### src/rtl/edge_irq_pkg.sv
package edge_irq_pkg;

    typedef struct packed {
        logic rise;
        logic both;
    } edge_cfg_t;

    localparam edge_cfg_t CFG_RESET = '{rise: 1'b0, both: 1'b0};

    function automatic logic edge_qualifies(edge_cfg_t c, logic now_lvl, logic old_lvl);
        logic went_up;
        logic went_down;
        went_up   = now_lvl & ~old_lvl;
        went_down = ~now_lvl & old_lvl;
        if (c.both)
            return went_up | went_down;
        else if (c.rise)
            return went_up;
        else
            return went_down;
    endfunction

endpackage

### src/rtl/edge_irq_sync.sv
module edge_irq_sync #(
    parameter int STAGES = 2
) (
    input  logic clk,
    input  logic rst,
    input  logic pin_i,
    output logic lvl_o,
    output logic prev_o
);
    localparam int TOP = STAGES - 1;

    logic [TOP:0] chain_q;
    logic         prev_q;

    generate
        if (STAGES == 1) begin : g_single
            always_ff @(posedge clk) begin
                if (rst) chain_q <= '0;
                else     chain_q <= pin_i;
            end
        end else begin : g_multi
            always_ff @(posedge clk) begin
                if (rst) chain_q <= '0;
                else     chain_q <= {chain_q[TOP-1:0], pin_i};
            end
        end
    endgenerate

    always_ff @(posedge clk) begin
        if (rst) prev_q <= 1'b0;
        else     prev_q <= chain_q[TOP];
    end

    assign lvl_o  = chain_q[TOP];
    assign prev_o = prev_q;

    // the comparison stage is the synchronized level one cycle late
    p_prev_tracks_r2: assert property (@(posedge clk) disable iff (rst)
        prev_o == $past(lvl_o));

endmodule

### src/rtl/edge_irq_detect.sv
module edge_irq_detect
    import edge_irq_pkg::*;
(
    input  logic      clk,
    input  logic      rst,
    input  logic      lvl_i,
    input  logic      prev_i,
    input  logic      cfg_we_i,
    input  edge_cfg_t cfg_i,
    output logic      hit_o
);
    edge_cfg_t cfg_q;
    logic      mute_q;

    always_ff @(posedge clk) begin
        if (rst) begin
            cfg_q  <= CFG_RESET;
            mute_q <= 1'b0;
        end else begin
            mute_q <= cfg_we_i;
            if (cfg_we_i) cfg_q <= cfg_i;
        end
    end

    assign hit_o = ~mute_q & edge_qualifies(cfg_q, lvl_i, prev_i);

    p_write_mutes_r9: assert property (@(posedge clk) disable iff (rst)
        cfg_we_i |=> !hit_o);

    p_fall_only_r3: assert property (@(posedge clk) disable iff (rst)
        (hit_o && !cfg_q.both && !cfg_q.rise) |-> (prev_i && !lvl_i));

    p_rise_only_r4: assert property (@(posedge clk) disable iff (rst)
        (hit_o && !cfg_q.both && cfg_q.rise) |-> (!prev_i && lvl_i));

    // any reported edge in both-edge mode is a real level change
    p_both_change_r5: assert property (@(posedge clk) disable iff (rst)
        (hit_o && cfg_q.both) |-> (prev_i != lvl_i));

endmodule

### src/rtl/edge_irq_flag.sv
module edge_irq_flag (
    input  logic clk,
    input  logic rst,
    input  logic hit_i,
    input  logic poll_i,
    output logic req_o,
    output logic skip_o,
    output logic wake_o
);
    logic flag_q;
    logic wake_q;

    always_ff @(posedge clk) begin
        if (rst) begin
            flag_q <= 1'b0;
            wake_q <= 1'b0;
        end else begin
            wake_q <= hit_i;
            if (hit_i)       flag_q <= 1'b1;
            else if (poll_i) flag_q <= 1'b0;
        end
    end

    assign req_o  = flag_q;
    assign skip_o = poll_i & flag_q;
    assign wake_o = wake_q;

    p_hit_sets_r8: assert property (@(posedge clk) disable iff (rst)
        hit_i |=> req_o);

    p_poll_clears_r7: assert property (@(posedge clk) disable iff (rst)
        (poll_i && req_o && !hit_i) |=> !req_o);

    p_flag_holds_r6: assert property (@(posedge clk) disable iff (rst)
        (req_o && !poll_i) |=> req_o);

    p_wake_pulse_r10: assert property (@(posedge clk) disable iff (rst)
        hit_i |=> wake_o);

    p_wake_quiet_r10: assert property (@(posedge clk) disable iff (rst)
        !hit_i |=> !wake_o);

endmodule

### src/rtl/edge_irq_unit.sv
module edge_irq_unit
    import edge_irq_pkg::*;
#(
    parameter int N_CH      = 2,
    parameter int SYNC_DEPTH = 2
) (
    input  logic            clk,
    input  logic            rst,
    input  logic [N_CH-1:0] pin_i,
    input  logic [N_CH-1:0] cfg_we_i,
    input  logic [N_CH-1:0] cfg_rise_i,
    input  logic [N_CH-1:0] cfg_both_i,
    input  logic [N_CH-1:0] poll_i,
    output logic [N_CH-1:0] skip_o,
    output logic [N_CH-1:0] req_o,
    output logic [N_CH-1:0] wake_o
);
    generate
        for (genvar ch = 0; ch < N_CH; ch++) begin : g_ch
            logic      lvl;
            logic      prev;
            logic      hit;
            edge_cfg_t wr_cfg;

            assign wr_cfg = '{rise: cfg_rise_i[ch], both: cfg_both_i[ch]};

            edge_irq_sync #(.STAGES(SYNC_DEPTH)) u_sync (
                .clk    (clk),
                .rst    (rst),
                .pin_i  (pin_i[ch]),
                .lvl_o  (lvl),
                .prev_o (prev)
            );

            edge_irq_detect u_det (
                .clk      (clk),
                .rst      (rst),
                .lvl_i    (lvl),
                .prev_i   (prev),
                .cfg_we_i (cfg_we_i[ch]),
                .cfg_i    (wr_cfg),
                .hit_o    (hit)
            );

            edge_irq_flag u_flag (
                .clk    (clk),
                .rst    (rst),
                .hit_i  (hit),
                .poll_i (poll_i[ch]),
                .req_o  (req_o[ch]),
                .skip_o (skip_o[ch]),
                .wake_o (wake_o[ch])
            );
        end
    endgenerate

    p_reset_quiet_r1: assert property (@(posedge clk)
        rst |=> (req_o == '0 && wake_o == '0));

endmodule

### config.mk
export PLATFORM = sky130hd
export DESIGN_NAME = edge_irq_unit
export DESIGN_NICKNAME = d
export VERILOG_FILES = /design/src/rtl/edge_irq_pkg.sv /design/src/rtl/edge_irq_sync.sv /design/src/rtl/edge_irq_detect.sv /design/src/rtl/edge_irq_flag.sv /design/src/rtl/edge_irq_unit.sv
export SDC_FILE = /design/constraint.sdc
export NUM_CORES = 1
export LEC_CHECK = 0
export BUFFER_PORTS_ARGS = -buffer_cell sky130_fd_sc_hd__buf_2
export CAP_MARGIN = 5
export CORE_MARGIN = 2
export CORE_UTILIZATION = 25
export CTS_CLUSTER_DIAMETER = 80
export DETAILED_ROUTE_END_ITERATION = 8
export HOLD_SLACK_MARGIN = 0.06
export MAX_ROUTING_LAYER = met4
export PLACE_DENSITY = 0.47
export SLEW_MARGIN = 10
export SYNTH_ARGS = -nofsm -noshare
export SYNTH_HDL_FRONTEND = slang
export SYNTH_SLANG_ARGS = --single-unit
### constraint.sdc
create_clock -name clk -period 1.5 [get_ports clk]
set_input_delay 0 -clock clk [delete_from_list [all_inputs] [get_ports clk]]
set_output_delay 0 -clock clk [all_outputs]
set_load 0.005 [all_outputs]
Word level (Yosys, flattened, before mapping)
Cells that the tools add are included.
{"block": "classes", "reduce_logical": 2, "n_bitwise": 16, "mux": 8}
{"op": "AND 1 bit", "count": 8}
{"op": "2-to-1 mux 1 bit", "count": 8}
{"op": "NOT 1 bit", "count": 6}
{"op": "nonzero test 2 bit", "count": 2}
{"op": "bitwise OR 1 bit", "count": 2}
{"block": "word_totals", "ff_bits": 16, "word_cells": 40, "output_inout_bits": 6}

Logic depth before layout (Yosys ltp)
Gate-level depths: netlist of run 1.
{"block": "logic_depth", "ltp_word": 6, "ltp_mapped": 5}

Modules after synthesis
A second synthesis of run 1 with hierarchy kept.
{"block": "unflattened", "cells_unflattened": 56, "hier_area_um2": 598.1}
{"mod": "edge_irq_detect", "cells_per_inst": 15, "area_per_inst_um2": 150.1, "seq_area_each_um2": 60.1, "n_inst": 2}
{"mod": "edge_irq_sync", "cells_per_inst": 6, "area_per_inst_um2": 78.8, "seq_area_each_um2": 60.1, "n_inst": 2}
{"mod": "edge_irq_flag", "cells_per_inst": 7, "area_per_inst_um2": 70.1, "seq_area_each_um2": 40.0, "n_inst": 2}

Least setup slack after synthesis of run 1
OpenSTA, ideal clock, no wires.
{"block": "synth_timing", "path_kind": "register to register", "startpoint": "reg g_ch[0].u_sync.chain_q[1]", "endpoint": "reg g_ch[0].u_flag.flag_q", "stages_incl_launch_ff": 5, "arrival_time_ns": 1.023, "required_time_ns": 1.431, "synth_period_minus_slack_ns": 1.092, "setup_slack_ns": 0.408, "n_path_buf": 0, "path_cell_list": "dfxtp_1 > inv_1 > ha_1 > a211o_1 > o21ai_1"}
{"block": "synth_via", "elab_chain_len": 6, "word_cells_on_any_way": 9, "classes_between": "mux (3); bitwise (5); reduce/logical (1)"}
{"item": "start: declaration", "line": "edge_irq_sync.sv:12", "rtl": "logic [TOP:0] chain_q;"}
{"item": "start signal: assignment", "line": "edge_irq_sync.sv:24", "rtl": "else chain_q <= {chain_q[TOP-1:0], pin_i};"}
{"item": "NOT 1 bit", "line": "edge_irq_pkg.sv:14", "rtl": "went_down = ~now_lvl & old_lvl;"}
{"item": "AND 1 bit", "line": "edge_irq_pkg.sv:14"}
{"item": "2-to-1 mux 1 bit / bitwise OR 1 bit (equally long branches)", "line": "edge_irq_pkg.sv:17, edge_irq_pkg.sv:16"}
{"item": "2-to-1 mux 1 bit *", "line": "edge_irq_pkg.sv:15", "rtl": "if (c.both)"}
{"item": "AND 1 bit *", "line": "edge_irq_detect.sv:25", "rtl": "assign hit_o = ~mute_q & edge_qualifies(cfg_q, lvl_i, prev_i);"}
{"item": "2-to-1 mux 1 bit / nonzero test 2 bit (equally long branches)"}
{"item": "end signal: assignment", "line": "edge_irq_flag.sv:15", "rtl": "flag_q <= 1'b0;"}
{"item": "end signal: assignment", "line": "edge_irq_flag.sv:19", "rtl": "if (hit_i) flag_q <= 1'b1;"}
{"item": "end signal: assignment", "line": "edge_irq_flag.sv:20", "rtl": "else if (poll_i) flag_q <= 1'b0;"}
{"item": "end: declaration", "line": "edge_irq_flag.sv:10", "rtl": "logic flag_q;"}
Mark *: on every way between the ends. The rest lies on a longest branch, timed or not.
A chain may end at the register's enable or synchronous reset.

==> run_summary.xml, run 1 <==
<?xml version="1.0" encoding="UTF-8"?>
<metrics>
  <group name="status">
    <metric name="status" unit="">finished clean</metric>
  </group>
  <group name="power">
    <metric name="max-vdd-ir-drop" unit="uV">790</metric>
    <metric name="seqPwrFrac" unit="%">54.5</metric>
    <metric name="switchingPower" unit="uW">180</metric>
    <metric name="p_int" unit="uW">661</metric>
    <metric name="power.density_cell_area" unit="nW/um^2">934</metric>
    <metric name="comb_power_share" unit="%">12.4</metric>
    <metric name="p_leak" unit="nW">0.418</metric>
    <metric name="swShare" unit="%">21.4</metric>
    <metric name="share_clk_of_total_power" unit="%">33.1</metric>
  </group>
  <group name="sta">
    <metric name="grt_setup_unrepaired" unit="">no</metric>
    <metric name="worst_slew_pin_tran" unit="ns">0.281</metric>
    <metric name="final-max-slew-violation-count" unit="">0</metric>
    <metric name="time_the_final_worst_path_needs_with_i_o_delays_and_setup" unit="ns">1.27</metric>
    <metric name="worst_slew_margin_rel" unit="%">81.2</metric>
    <metric name="timing_hold_violations_final" unit="">0</metric>
    <metric name="maxClockFrequency" unit="GHz">0.789</metric>
    <metric name="timing.clock.skew" unit="ns">0.00235</metric>
    <metric name="final.setup.tns" unit="ns">0</metric>
    <metric name="finalSetupViolCount" unit="">0</metric>
    <metric name="final.period_utilization" unit="%">84.5</metric>
  </group>
  <group name="finish">
    <metric name="final_common_cell" unit="">buf_2</metric>
    <metric name="final_cell_count_without_fillers" unit="">122</metric>
    <metric name="area.growth.synth_to_final" unit="%">39.1</metric>
    <metric name="layout-drive-gt1-share" unit="%">25.0</metric>
    <metric name="filler_cell_count" unit="">248</metric>
    <metric name="nets" unit="">109</metric>
    <metric name="layout.area.seq" unit="um^2">320</metric>
    <metric name="highest_count_cells_in_the_layout_ignoring_fill_and_taps" unit="">17 x buf_2, 16 x dfxtp_1, 15 x dlygate4sd3_1, 10 x nor2_1</metric>
    <metric name="num_antenna_cells" unit="">0</metric>
    <metric name="area_of_the_multi_input_gates" unit="um^2">255</metric>
  </group>
  <group name="clock_tree">
    <metric name="clk_path_buf_depth" unit="">2</metric>
    <metric name="path_clk_slew" unit="ns">0.09</metric>
    <metric name="worstSkewPairLatency" unit="ns">0.28</metric>
    <metric name="clockRootBuffer" unit="">clkbuf_4</metric>
    <metric name="htree_num_levels" unit="">1</metric>
    <metric name="clock_sinks" unit="">16</metric>
    <metric name="tritoncts.num_buffers" unit="">3</metric>
    <metric name="cts_tree" unit="">yes</metric>
    <metric name="cts_setup_buffers" unit="">0</metric>
  </group>
  <group name="yosys">
    <metric name="post_synth_fa_ha_maj_area_fraction" unit="%">7.74</metric>
    <metric name="synth.mux.area_fraction" unit="%">6.19</metric>
    <metric name="yosysUniqueCellTypes" unit="">14</metric>
    <metric name="syn_area" unit="um^2">647</metric>
    <metric name="synth_warnings" unit="">0</metric>
    <metric name="number_of_nets_produced_by_synthesis" unit="">79</metric>
    <metric name="synth_compound_area_share" unit="%">8.12</metric>
    <metric name="sequential_cell_area_fraction_in_the_yosys_report" unit="%">49.5</metric>
    <metric name="synthesized_instance_count" unit="">63</metric>
    <metric name="synth-xor-area-share" unit="%">0</metric>
    <metric name="synth_top_family_by_area" unit="">simple AND/OR/NAND/NOR gates</metric>
    <metric name="yosys.area_share.simple" unit="%">17.4</metric>
    <metric name="synth_seq_cells" unit="">16</metric>
    <metric name="synth_area_per_cell" unit="um^2">10.3</metric>
  </group>
  <group name="place">
    <metric name="placement.io_buffers" unit="">17</metric>
    <metric name="gp_routability_congestion" unit="">0.655</metric>
    <metric name="detailedPlacementHpwl" unit="um">725</metric>
    <metric name="placed_cells" unit="">103</metric>
  </group>
  <group name="grt">
    <metric name="globalRouteTotalUtil" unit="%">8.76</metric>
    <metric name="grt_pass1_wl" unit="mm">1.77</metric>
    <metric name="overflow" unit="">0</metric>
    <metric name="grtUsageMet3" unit="%">4.92</metric>
    <metric name="grt_max_degree" unit="">17</metric>
    <metric name="first_global_vias" unit="">420</metric>
    <metric name="grt-busiest-layer" unit="">met2</metric>
    <metric name="use_met1" unit="%">10.3</metric>
    <metric name="initial_antenna_violation_count" unit="">0</metric>
    <metric name="globalRouteMet2Util" unit="%">12.7</metric>
  </group>
  <group name="critical_path">
    <metric name="start_to_end_type_of_the_worst_setup_path" unit="">in -&gt; reg</metric>
    <metric name="critical_path.max_fanout" unit="">3</metric>
    <metric name="worst_setup_path_end_kind" unit="">flop</metric>
    <metric name="crit_path_start_kind" unit="">input pin</metric>
    <metric name="worstPathArrival" unit="ns">1.44</metric>
    <metric name="worstPathRequired" unit="ns">1.67</metric>
  </group>
  <group name="min_path">
    <metric name="min_path_type" unit="">reg -&gt; reg</metric>
  </group>
  <group name="floorplanning">
    <metric name="design.core.area" unit="um^2">2450</metric>
    <metric name="ios" unit="">18</metric>
    <metric name="chipWidth" unit="um">54.9</metric>
    <metric name="start_util" unit="%">26.4</metric>
    <metric name="floorplan.die.height" unit="um">54.9</metric>
    <metric name="die_area" unit="um^2">3010</metric>
    <metric name="placementRows" unit="">18</metric>
  </group>
  <group name="routing">
    <metric name="remaining_antenna_violation_count_after_routing" unit="">0</metric>
    <metric name="vias_per_cell" unit="">3.88</metric>
    <metric name="detailedRoute.firstPassIterationCount" unit="">1</metric>
    <metric name="finalWirelength" unit="mm">1.08</metric>
    <metric name="vias" unit="">473</metric>
    <metric name="route.detailed.drc" unit="">0</metric>
    <metric name="dr.first_iter.drc_count" unit="">0</metric>
    <metric name="drt-wirelength-per-cell" unit="um">8.83</metric>
  </group>
  <group name="run">
    <metric name="maxCapViolCount" unit="">0</metric>
  </group>
</metrics>
## layout make-up
type	count	area share, %
Sequential cell	16	35.6
Multi-Input combinational cell	36	28.4
Timing Repair Buffer	32	26.1
Tap cell	30	4.17
Clock buffer	4	4.03
Inverter	4	1.67
## kinds of logic after synthesis
| group | Yosys count |
|---|---|
| muxes | 4 |
| and+or+nand+nor | 22 |
| buffers and inverters | 11 |
| DFF | 16 |
| adders and majority gates | 4 |
| AOI/OAI and AO/OA | 6 |
## worst max-delay path, stage by stage
cell and delay (ns):
dlygate4sd3_1 0.52, buf_2 0.14, mux2i_1 0.18, dlygate4sd3_1 0.56, nor2_1 0.04
## sequential cells by signal, indices dropped and copies added, names as in the netlist
register / cells
g_ch.u_flag.req_o: 2
g_ch.u_sync.chain_q: 4
g_ch.u_sync.prev_o: 2
g_ch.u_det.mute_q: 2
g_ch.u_det.cfg_q: 4
g_ch.u_flag.wake_o: 2
## what timing repair did
item                      in CTS  in global routing
hold endpoints to repair      12                  0
gates resized for setup        0                  0
hold buffers                  15                  0
## cell usage after synthesis
cell type  count  area, um^2
a211o_1        2        17.5
nand2_1        2        7.51
mux2i_1        4        40.0
and2b_1        4        30.0
buf_4          6        45.0
a211oi_2       2        25.0
o21ai_1        2        10.0
buf_6          1        11.3
ha_1           4        50.1
and2_1         2        12.5
inv_1          4        15.0
nor2b_1        4        25.0
nor2_1        10        37.5
dfxtp_1       16         320
## power by group through the flow
stage	combinational [mW]	clock (mW)	sequential, mW
after detailed placement	0.0708	0	0.468
after global routing	0.118	0.308	0.461
after global placement	0.0685	0	0.468
after floorplan	0.0526	0	0.465
after CTS	0.105	0.296	0.459
final	0.104	0.278	0.458
## per-stage QoR
| stage | area (um^2) | hold WS (ns) | total power [mW] | setup WS (ns) | util, % |
|---|---|---|---|---|---|
| after global routing | 900 | 0.475 | 0.887 | 0.147 | 36.6 |
| after global placement | 713 | 0.204 | 0.536 | 0.348 | 29.1 |
| after detailed placement | 713 | 0.208 | 0.539 | 0.331 | 29.1 |
| after floorplan | 647 | 0.125 | 0.518 | 0.408 | - |
| after CTS | 900 | 0.439 | 0.859 | 0.267 | 36.6 |
| final | 900 | 0.444 | 0.841 | 0.232 | 36.6 |
## path summary, 6_finish.rpt
kind / start / end / slack (ns) / cells after the start
worst min-delay path: g_ch[1].u_sync.chain_q[0] / g_ch[1].u_sync.chain_q[1] / 0.44 / 1
worst min register to register: g_ch[1].u_sync.chain_q[0] / g_ch[1].u_sync.chain_q[1] / 0.44 / 1
worst max-delay path: cfg_we_i[0] / g_ch[0].u_det.cfg_q[0] / 0.23 / 5
worst max register to register: g_ch[0].u_det.cfg_q[0] / g_ch[0].u_det.cfg_q[0] / 0.31 / 3
## routing by layer
| layer | vias up | share of wire (%) | wire (um) |
|---|---|---|---|
| met2 | 16 | 43 | 468 |
| met5 | - | 0 | 0 |
| met1 | 202 | 48 | 515 |
| met4 | 0 | 0.93 | 10 |
| met3 | 2 | 7.7 | 83 |
| li1 | 253 | - | - |
No activity file was read; power rests on OpenSTA's default activity.
==> inputs of run 2 (changes only) <==
--- a/config.mk
+++ b/config.mk
@@ -5,6 +5,7 @@
 export SDC_FILE = /design/constraint.sdc
 export NUM_CORES = 1
 export LEC_CHECK = 0
+export ABC_AREA = 1
 export BUFFER_PORTS_ARGS = -buffer_cell sky130_fd_sc_hd__buf_2
 export CAP_MARGIN = 5
 export CORE_MARGIN = 2
@@ -13,7 +14,7 @@
 export DETAILED_ROUTE_END_ITERATION = 8
 export HOLD_SLACK_MARGIN = 0.06
 export MAX_ROUTING_LAYER = met4
-export PLACE_DENSITY = 0.47
+export PLACE_DENSITY = 0.49
 export SLEW_MARGIN = 10
 export SYNTH_ARGS = -nofsm -noshare
 export SYNTH_HDL_FRONTEND = slang
==> constraint.sdc (replaced) <==
create_clock -name clk -period 1.1 [get_ports clk]
set_input_delay 0 -clock clk [delete_from_list [all_inputs] [get_ports clk]]
set_output_delay 0 -clock clk [all_outputs]
set_load 0.005 [all_outputs]
==> run_summary.xml, run 2 <==
<?xml version="1.0" encoding="UTF-8"?>
<metrics>
  <group name="critical_path">
    <metric name="start_to_end_type_of_the_worst_setup_path" unit="">reg -&gt; reg</metric>
    <metric name="critical_path.max_fanout" unit="">2</metric>
    <metric name="worstPathArrival" unit="ns">1.20</metric>
    <metric name="crit_path_start_kind" unit="">flop</metric>
    <metric name="worstPathRequired" unit="ns">1.28</metric>
    <metric name="worst_setup_path_end_kind" unit="">flop</metric>
  </group>
  <group name="floorplanning">
    <metric name="design.core.area" unit="um^2">2500</metric>
    <metric name="start_util" unit="%">26.6</metric>
    <metric name="floorplan.die.height" unit="um">55.6</metric>
    <metric name="placementRows" unit="">18</metric>
    <metric name="die_area" unit="um^2">3090</metric>
    <metric name="chipWidth" unit="um">55.6</metric>
    <metric name="ios" unit="">18</metric>
  </group>
  <group name="yosys">
    <metric name="number_of_nets_produced_by_synthesis" unit="">100</metric>
    <metric name="synth_flop_cell" unit="">dfxtp_1</metric>
    <metric name="synth_common_cells" unit="">20 x inv_1, 16 x dfxtp_1, 14 x nand2_1, 9 x nor2_1, 6 x buf_4</metric>
    <metric name="synth_largest_type_area_fraction" unit="%">48.1</metric>
    <metric name="synth_area_per_cell" unit="um^2">7.92</metric>
    <metric name="synth_most_common_cell" unit="">inv_1</metric>
    <metric name="cells_taking_the_most_area_after_synthesis" unit="">dfxtp_1 48%, inv_1 11%, nand2_1 7.9%</metric>
    <metric name="yosysUniqueCellTypes" unit="">14</metric>
    <metric name="async_flop_share" unit="%">0</metric>
    <metric name="synth_edf_count" unit="">0</metric>
    <metric name="synth_seq_cells" unit="">16</metric>
    <metric name="synth_area_leader_cell" unit="">dfxtp_1</metric>
    <metric name="sequential_cell_area_fraction_in_the_yosys_report" unit="%">48.1</metric>
    <metric name="syn_area" unit="um^2">666</metric>
    <metric name="synth_warnings" unit="">0</metric>
    <metric name="synthesized_instance_count" unit="">84</metric>
  </group>
  <group name="power">
    <metric name="design_power_total" unit="mW">1.05</metric>
    <metric name="switchingPower" unit="uW">237</metric>
    <metric name="swShare" unit="%">22.5</metric>
    <metric name="seqPwrFrac" unit="%">59.6</metric>
    <metric name="p_leak" unit="nW">0.471</metric>
    <metric name="p_int" unit="uW">814</metric>
    <metric name="max-vdd-ir-drop" unit="uV">668</metric>
    <metric name="power.density_cell_area" unit="nW/um^2">1200</metric>
    <metric name="comb_power_share" unit="%">12.9</metric>
    <metric name="share_clk_of_total_power" unit="%">27.5</metric>
  </group>
  <group name="finish">
    <metric name="final_core_util" unit="%">35.1</metric>
    <metric name="final_common_cell" unit="">inv_1</metric>
    <metric name="layout-drive-gt1-share" unit="%">22.0</metric>
    <metric name="num_antenna_cells" unit="">0</metric>
    <metric name="highest_count_cells_in_the_layout_ignoring_fill_and_taps" unit="">20 x inv_1, 17 x buf_2, 14 x nand2_1, 14 x dfxtp_1, 12 x dlygate4sd3_1</metric>
    <metric name="reg_top3" unit="">g_ch.u_det.cfg_q x4, g_ch.u_sync.chain_q x4</metric>
    <metric name="filler_cell_count" unit="">270</metric>
    <metric name="final_cell_count_without_fillers" unit="">139</metric>
    <metric name="post-route-cell-area" unit="um^2">877</metric>
    <metric name="area.growth.synth_to_final" unit="%">31.8</metric>
    <metric name="nets" unit="">127</metric>
  </group>
  <group name="routing">
    <metric name="vias" unit="">521</metric>
    <metric name="dr.first_iter.drc_count" unit="">4</metric>
    <metric name="detailedRoute.firstPassIterationCount" unit="">2</metric>
    <metric name="remaining_antenna_violation_count_after_routing" unit="">0</metric>
    <metric name="vias_per_cell" unit="">3.75</metric>
    <metric name="route.detailed.drc" unit="">0</metric>
    <metric name="drt-wirelength-per-cell" unit="um">8.03</metric>
    <metric name="finalWirelength" unit="mm">1.12</metric>
  </group>
  <group name="clock_tree">
    <metric name="worstSkewPairLatency" unit="ns">0.28</metric>
    <metric name="clock_sinks" unit="">16</metric>
    <metric name="htree_num_levels" unit="">1</metric>
    <metric name="clockRootBuffer" unit="">clkbuf_4</metric>
    <metric name="tritoncts.num_buffers" unit="">3</metric>
    <metric name="clk_path_buf_depth" unit="">2</metric>
    <metric name="path_clk_slew" unit="ns">0.08</metric>
    <metric name="cts_setup_buffers" unit="">0</metric>
    <metric name="cts_tree" unit="">yes</metric>
  </group>
  <group name="place">
    <metric name="placed_cells" unit="">124</metric>
    <metric name="gp_routability_congestion" unit="">0.640</metric>
    <metric name="dpl-instance-area" unit="um^2">732</metric>
    <metric name="placement.io_buffers" unit="">17</metric>
    <metric name="detailedPlacementHpwl" unit="um">777</metric>
  </group>
  <group name="sta">
    <metric name="final-max-slew-violation-count" unit="">0</metric>
    <metric name="worst_slew_pin_tran" unit="ns">0.234</metric>
    <metric name="maxClockFrequency" unit="GHz">0.977</metric>
    <metric name="finalSetupViolCount" unit="">0</metric>
    <metric name="final.hold.worst_slack" unit="ns">0.100</metric>
    <metric name="final.period_utilization" unit="%">93.1</metric>
    <metric name="timing.clock.skew" unit="ns">0.00239</metric>
    <metric name="time_the_final_worst_path_needs_with_i_o_delays_and_setup" unit="ns">1.02</metric>
    <metric name="timing_hold_violations_final" unit="">0</metric>
    <metric name="worst_slew_margin_rel" unit="%">84.4</metric>
  </group>
  <group name="grt">
    <metric name="overflow" unit="">0</metric>
    <metric name="initial_antenna_violation_count" unit="">0</metric>
    <metric name="first_global_vias" unit="">464</metric>
    <metric name="grt_pass1_wl" unit="mm">1.85</metric>
    <metric name="grt_max_degree" unit="">9</metric>
    <metric name="globalRouteTotalUtil" unit="%">7.84</metric>
  </group>
  <group name="status">
    <metric name="status" unit="">finished clean</metric>
  </group>
  <group name="min_path">
    <metric name="min_path_type" unit="">in -&gt; reg</metric>
  </group>
  <group name="run">
    <metric name="maxCapViolCount" unit="">0</metric>
  </group>
</metrics>
-- run 2: cell families after synthesis --
logic type | Yosys count | synth area share, %
buf+inv | 28 | 20.7
fa+ha+maj | 4 | 7.52
simple gates | 28 | 17.7
flops | 16 | 48.1
compound gates | 8 | 6.02
-- run 2: layout make-up --
| cell class | count | area [um^2] | share of cell area (%) |
|---|---|---|---|
| flip-flops and latches | 16 | 323 | 36.8 |
| multi-input cells | 40 | 208 | 23.7 |
| repair buffers | 29 | 205 | 23.4 |
| inverters | 21 | 81.3 | 9.27 |
| well taps | 30 | 37.5 | 4.28 |
| clock buffers | 3 | 22.5 | 2.57 |
-- run 2: power by group through the flow --
| stage | combinational [mW] | sequential [mW] | clock (mW) |
|---|---|---|---|
| 2_1_floorplan | 0.0815 | 0.636 | 0 |
| 5_1_grt | 0.157 | 0.630 | 0.322 |
| 3_3_place_gp | 0.103 | 0.638 | 0 |
| 6_report | 0.136 | 0.626 | 0.288 |
| 4_1_cts | 0.140 | 0.626 | 0.312 |
| 3_5_place_dp | 0.105 | 0.639 | 0 |
-- run 2: worst max-delay path: stages, from the launching register on --
cell and delay [ns]:
dfxtp_2 0.34, inv_1 0.06, ha_1 0.27, nand2_1 0.05, nand2_1 0.05, inv_1 0.03
nand2_1 0.07, nand2_1 0.05
-- run 2: final timing paths --
path | start | endpoint | slack (ns) | cells past startpoint
worst max register to register | g_ch[1].u_sync.chain_q[1] | g_ch[1].u_flag.req_o | 0.08 | 7
worst min-delay path | rst | g_ch[0].u_det.cfg_q[1] | 0.10 | 4
worst max-delay path | g_ch[1].u_sync.chain_q[1] | g_ch[1].u_flag.req_o | 0.08 | 7
worst min register to register | g_ch[0].u_sync.chain_q[0] | g_ch[0].u_sync.chain_q[1] | 0.40 | 2
-- run 2: timing repair --
item                                    4_1_cts  5_1_grt
endpoints found under the hold margin        14        2
gates resized for setup                       0        2
hold buffers                                 13        1
endpoints found under the setup margin        0        5
-- run 2: per-stage QoR --
step                setup slack [ns]  setup TNS (ns)
floorplan                      0.143               0
global placement              0.0749               0
CTS                           0.0128               0
finish                        0.0761               0
global route                -0.00564        -0.00564
detailed placement            0.0476               0
-- run 2: routing by layer --
layer	vias up	track usage, %	part of all wire, %	routed length [um]
met4	0	2.09	0	0
met5	-	-	0	0
met3	0	4.19	8.5	95
met1	214	8.74	49	543
li1	291	-	-	-
met2	16	12.2	43	478
==> inputs of run 3 (changes only) <==
--- a/config.mk
+++ b/config.mk
@@ -8,6 +8,7 @@
 export ABC_AREA = 1
 export BUFFER_PORTS_ARGS = -buffer_cell sky130_fd_sc_hd__buf_2
 export CAP_MARGIN = 5
+export CORE_ASPECT_RATIO = 0.6
 export CORE_MARGIN = 2
 export CORE_UTILIZATION = 25
 export CTS_CLUSTER_DIAMETER = 80
==> run_summary.xml, run 3 (same netlist as run 2, synthesis figures left out) <==
<?xml version="1.0" encoding="UTF-8"?>
<metrics>
  <group name="status">
    <metric name="status" unit="">finished clean</metric>
  </group>
  <group name="grt">
    <metric name="overflow" unit="">0</metric>
    <metric name="use_met1" unit="%">8.44</metric>
    <metric name="grt_max_degree" unit="">12</metric>
    <metric name="globalRouteTotalUtil" unit="%">7.95</metric>
    <metric name="grtUsageMet3" unit="%">5.12</metric>
    <metric name="initial_antenna_violation_count" unit="">0</metric>
    <metric name="globalRouteMet2Util" unit="%">11.3</metric>
    <metric name="grt-busiest-layer" unit="">met2</metric>
    <metric name="grt_pass1_wl" unit="mm">1.69</metric>
    <metric name="first_global_vias" unit="">435</metric>
  </group>
  <group name="sta">
    <metric name="final.hold.worst_slack" unit="ns">0.0842</metric>
    <metric name="finalWorstSetupSlack" unit="ns">0.0966</metric>
    <metric name="worst_slew_margin_rel" unit="%">84.2</metric>
    <metric name="maxClockFrequency" unit="GHz">0.997</metric>
    <metric name="final.setup.tns" unit="ns">0</metric>
    <metric name="final-max-slew-violation-count" unit="">0</metric>
    <metric name="grt_setup_unrepaired" unit="">no</metric>
    <metric name="worst_slew_pin_tran" unit="ns">0.237</metric>
    <metric name="time_the_final_worst_path_needs_with_i_o_delays_and_setup" unit="ns">1.00</metric>
    <metric name="finalSetupViolCount" unit="">0</metric>
    <metric name="timing_hold_violations_final" unit="">0</metric>
    <metric name="timing.clock.skew" unit="ns">0.00544</metric>
    <metric name="final.period_utilization" unit="%">91.2</metric>
  </group>
  <group name="run">
    <metric name="maxCapViolCount" unit="">0</metric>
  </group>
  <group name="power">
    <metric name="comb_power_share" unit="%">11.2</metric>
    <metric name="max-vdd-ir-drop" unit="uV">461</metric>
    <metric name="share_clk_of_total_power" unit="%">35.9</metric>
    <metric name="p_int" unit="uW">927</metric>
    <metric name="power.density_cell_area" unit="nW/um^2">1340</metric>
    <metric name="seqPwrFrac" unit="%">53.0</metric>
    <metric name="swShare" unit="%">21.6</metric>
    <metric name="p_leak" unit="nW">0.471</metric>
    <metric name="switchingPower" unit="uW">255</metric>
  </group>
  <group name="routing">
    <metric name="detailedRoute.firstPassIterationCount" unit="">4</metric>
    <metric name="drt-wirelength-per-cell" unit="um">7.38</metric>
    <metric name="finalWirelength" unit="mm">1.03</metric>
    <metric name="remaining_antenna_violation_count_after_routing" unit="">0</metric>
    <metric name="vias_per_cell" unit="">3.67</metric>
    <metric name="dr.first_iter.drc_count" unit="">2</metric>
    <metric name="route.detailed.drc" unit="">0</metric>
    <metric name="vias" unit="">510</metric>
  </group>
  <group name="critical_path">
    <metric name="worstPathRequired" unit="ns">1.25</metric>
    <metric name="critical_path.max_stage_delay" unit="ns">0.32</metric>
    <metric name="path_buf_inv" unit="">2</metric>
    <metric name="worst_setup_path_end_kind" unit="">flop</metric>
    <metric name="critical_path.startpoint" unit="">g_ch[0].u_sync.chain_q[1]</metric>
    <metric name="crit_path_start_kind" unit="">flop</metric>
    <metric name="critical_path.max_fanout" unit="">2</metric>
    <metric name="worstPathArrival" unit="ns">1.15</metric>
    <metric name="path_cells" unit="">inv_1 &gt; ha_1 &gt; nand2_1 &gt; nand2_1 &gt; inv_1 &gt; nand2_2 &gt; nand2_1</metric>
    <metric name="cp_slowest_cell" unit="">dfxtp_2</metric>
    <metric name="worstReg2RegStart" unit="">g_ch[0].u_sync.chain_q[1]</metric>
    <metric name="most_used_cell_along_the_critical_path" unit="">nand2_1</metric>
    <metric name="start_to_end_type_of_the_worst_setup_path" unit="">reg -&gt; reg</metric>
    <metric name="critical-path-top-delay-family" unit="">flip-flops</metric>
  </group>
  <group name="finish">
    <metric name="highest_count_cells_in_the_layout_ignoring_fill_and_taps" unit="">20 x inv_1, 17 x buf_2, 14 x dfxtp_1, 12 x nand2_1, 10 x dlygate4sd3_1</metric>
    <metric name="area.growth.synth_to_final" unit="%">32.7</metric>
    <metric name="layout-drive-gt1-share" unit="%">24.3</metric>
    <metric name="nets" unit="">125</metric>
    <metric name="reg_top3" unit="">g_ch.u_det.cfg_q x4, g_ch.u_sync.chain_q x4</metric>
    <metric name="final_common_cell" unit="">inv_1</metric>
    <metric name="final_core_util" unit="%">35.0</metric>
    <metric name="post-route-cell-area" unit="um^2">883</metric>
    <metric name="num_antenna_cells" unit="">0</metric>
  </group>
  <group name="clock_tree">
    <metric name="clockRootBuffer" unit="">clkbuf_8</metric>
    <metric name="htree_num_levels" unit="">1</metric>
    <metric name="path_clk_slew" unit="ns">0.06</metric>
    <metric name="clk_path_buf_depth" unit="">2</metric>
    <metric name="cts_setup_buffers" unit="">0</metric>
    <metric name="tritoncts.num_buffers" unit="">3</metric>
    <metric name="cts_tree" unit="">yes</metric>
    <metric name="worstSkewPairLatency" unit="ns">0.25</metric>
    <metric name="clock_sinks" unit="">16</metric>
  </group>
  <group name="floorplanning">
    <metric name="chipWidth" unit="um">70.6</metric>
    <metric name="die_area" unit="um^2">3100</metric>
    <metric name="start_util" unit="%">26.4</metric>
    <metric name="placementRows" unit="">14</metric>
    <metric name="ios" unit="">18</metric>
    <metric name="floorplan.die.height" unit="um">44.0</metric>
    <metric name="design.core.area" unit="um^2">2520</metric>
  </group>
  <group name="place">
    <metric name="detailedPlacementHpwl" unit="um">780</metric>
    <metric name="placement.io_buffers" unit="">17</metric>
    <metric name="detailedPlace.worstSlack" unit="ns">0.0693</metric>
    <metric name="gp_routability_congestion" unit="">0.662</metric>
    <metric name="dpl-instance-area" unit="um^2">734</metric>
  </group>
  <group name="min_path">
    <metric name="worst_hold_startpoint" unit="">rst</metric>
    <metric name="min_path_type" unit="">in -&gt; reg</metric>
  </group>
</metrics>
## run 3: cell types whose count changed in the layout (fill, tap and decap cells not counted)
| cell | previous run | this run |
|---|---|---|
| clkbuf_4 | 3 | 0 |
| clkbuf_8 | 0 | 3 |
| dlygate4sd3_1 | 12 | 10 |
| nand2_1 | 14 | 12 |
| nand2_2 | 0 | 2 |
## run 3: metal layers
metal | up-vias | share of wire (%)
li1 | 287 | -
met1 | 205 | 52
met2 | 14 | 37
met3 | 4 | 8.8
met4 | 0 | 1.9
met5 | - | 0
## run 3: final timing paths
kind,endpoint,cells after the start,slack [ns]
worst min-delay path,g_ch[0].u_sync.chain_q[1],2,0.08
worst max-delay path,g_ch[0].u_flag.req_o,7,0.1
worst min register to register,g_ch[0].u_sync.chain_q[1],2,0.40
worst max register to register,g_ch[0].u_flag.req_o,7,0.1
## run 3: layout make-up
type | instances | area [um^2]
fill | 272 | 1640
sequential | 16 | 323
timing repair buffer | 27 | 185
multi-input combinational | 40 | 213
clock buffer | 3 | 41.3
inverter | 21 | 81.3
tap | 32 | 40.0
## run 3: timing repair
action                                 4_1_cts  5_1_grt
resized for setup                            0        4
setup endpoints to repair                    0        4
endpoints found under the hold margin       10        0
hold buffers                                10        0
## run 3: metrics by stage
step,std cells,power (mW)
detailed placement,126,0.743
floorplan,84,0.718
global placement,126,0.741
finish,139,1.18
CTS,139,1.20
global route,139,1.25
## run 3: power by group through the flow
stage	sequential [mW]	combinational, mW	clock (mW)
global placement	0.637	0.104	0
finish	0.626	0.132	0.424
detailed placement	0.638	0.104	0
CTS	0.626	0.132	0.446
global route	0.630	0.152	0.472
floorplan	0.636	0.0815	0
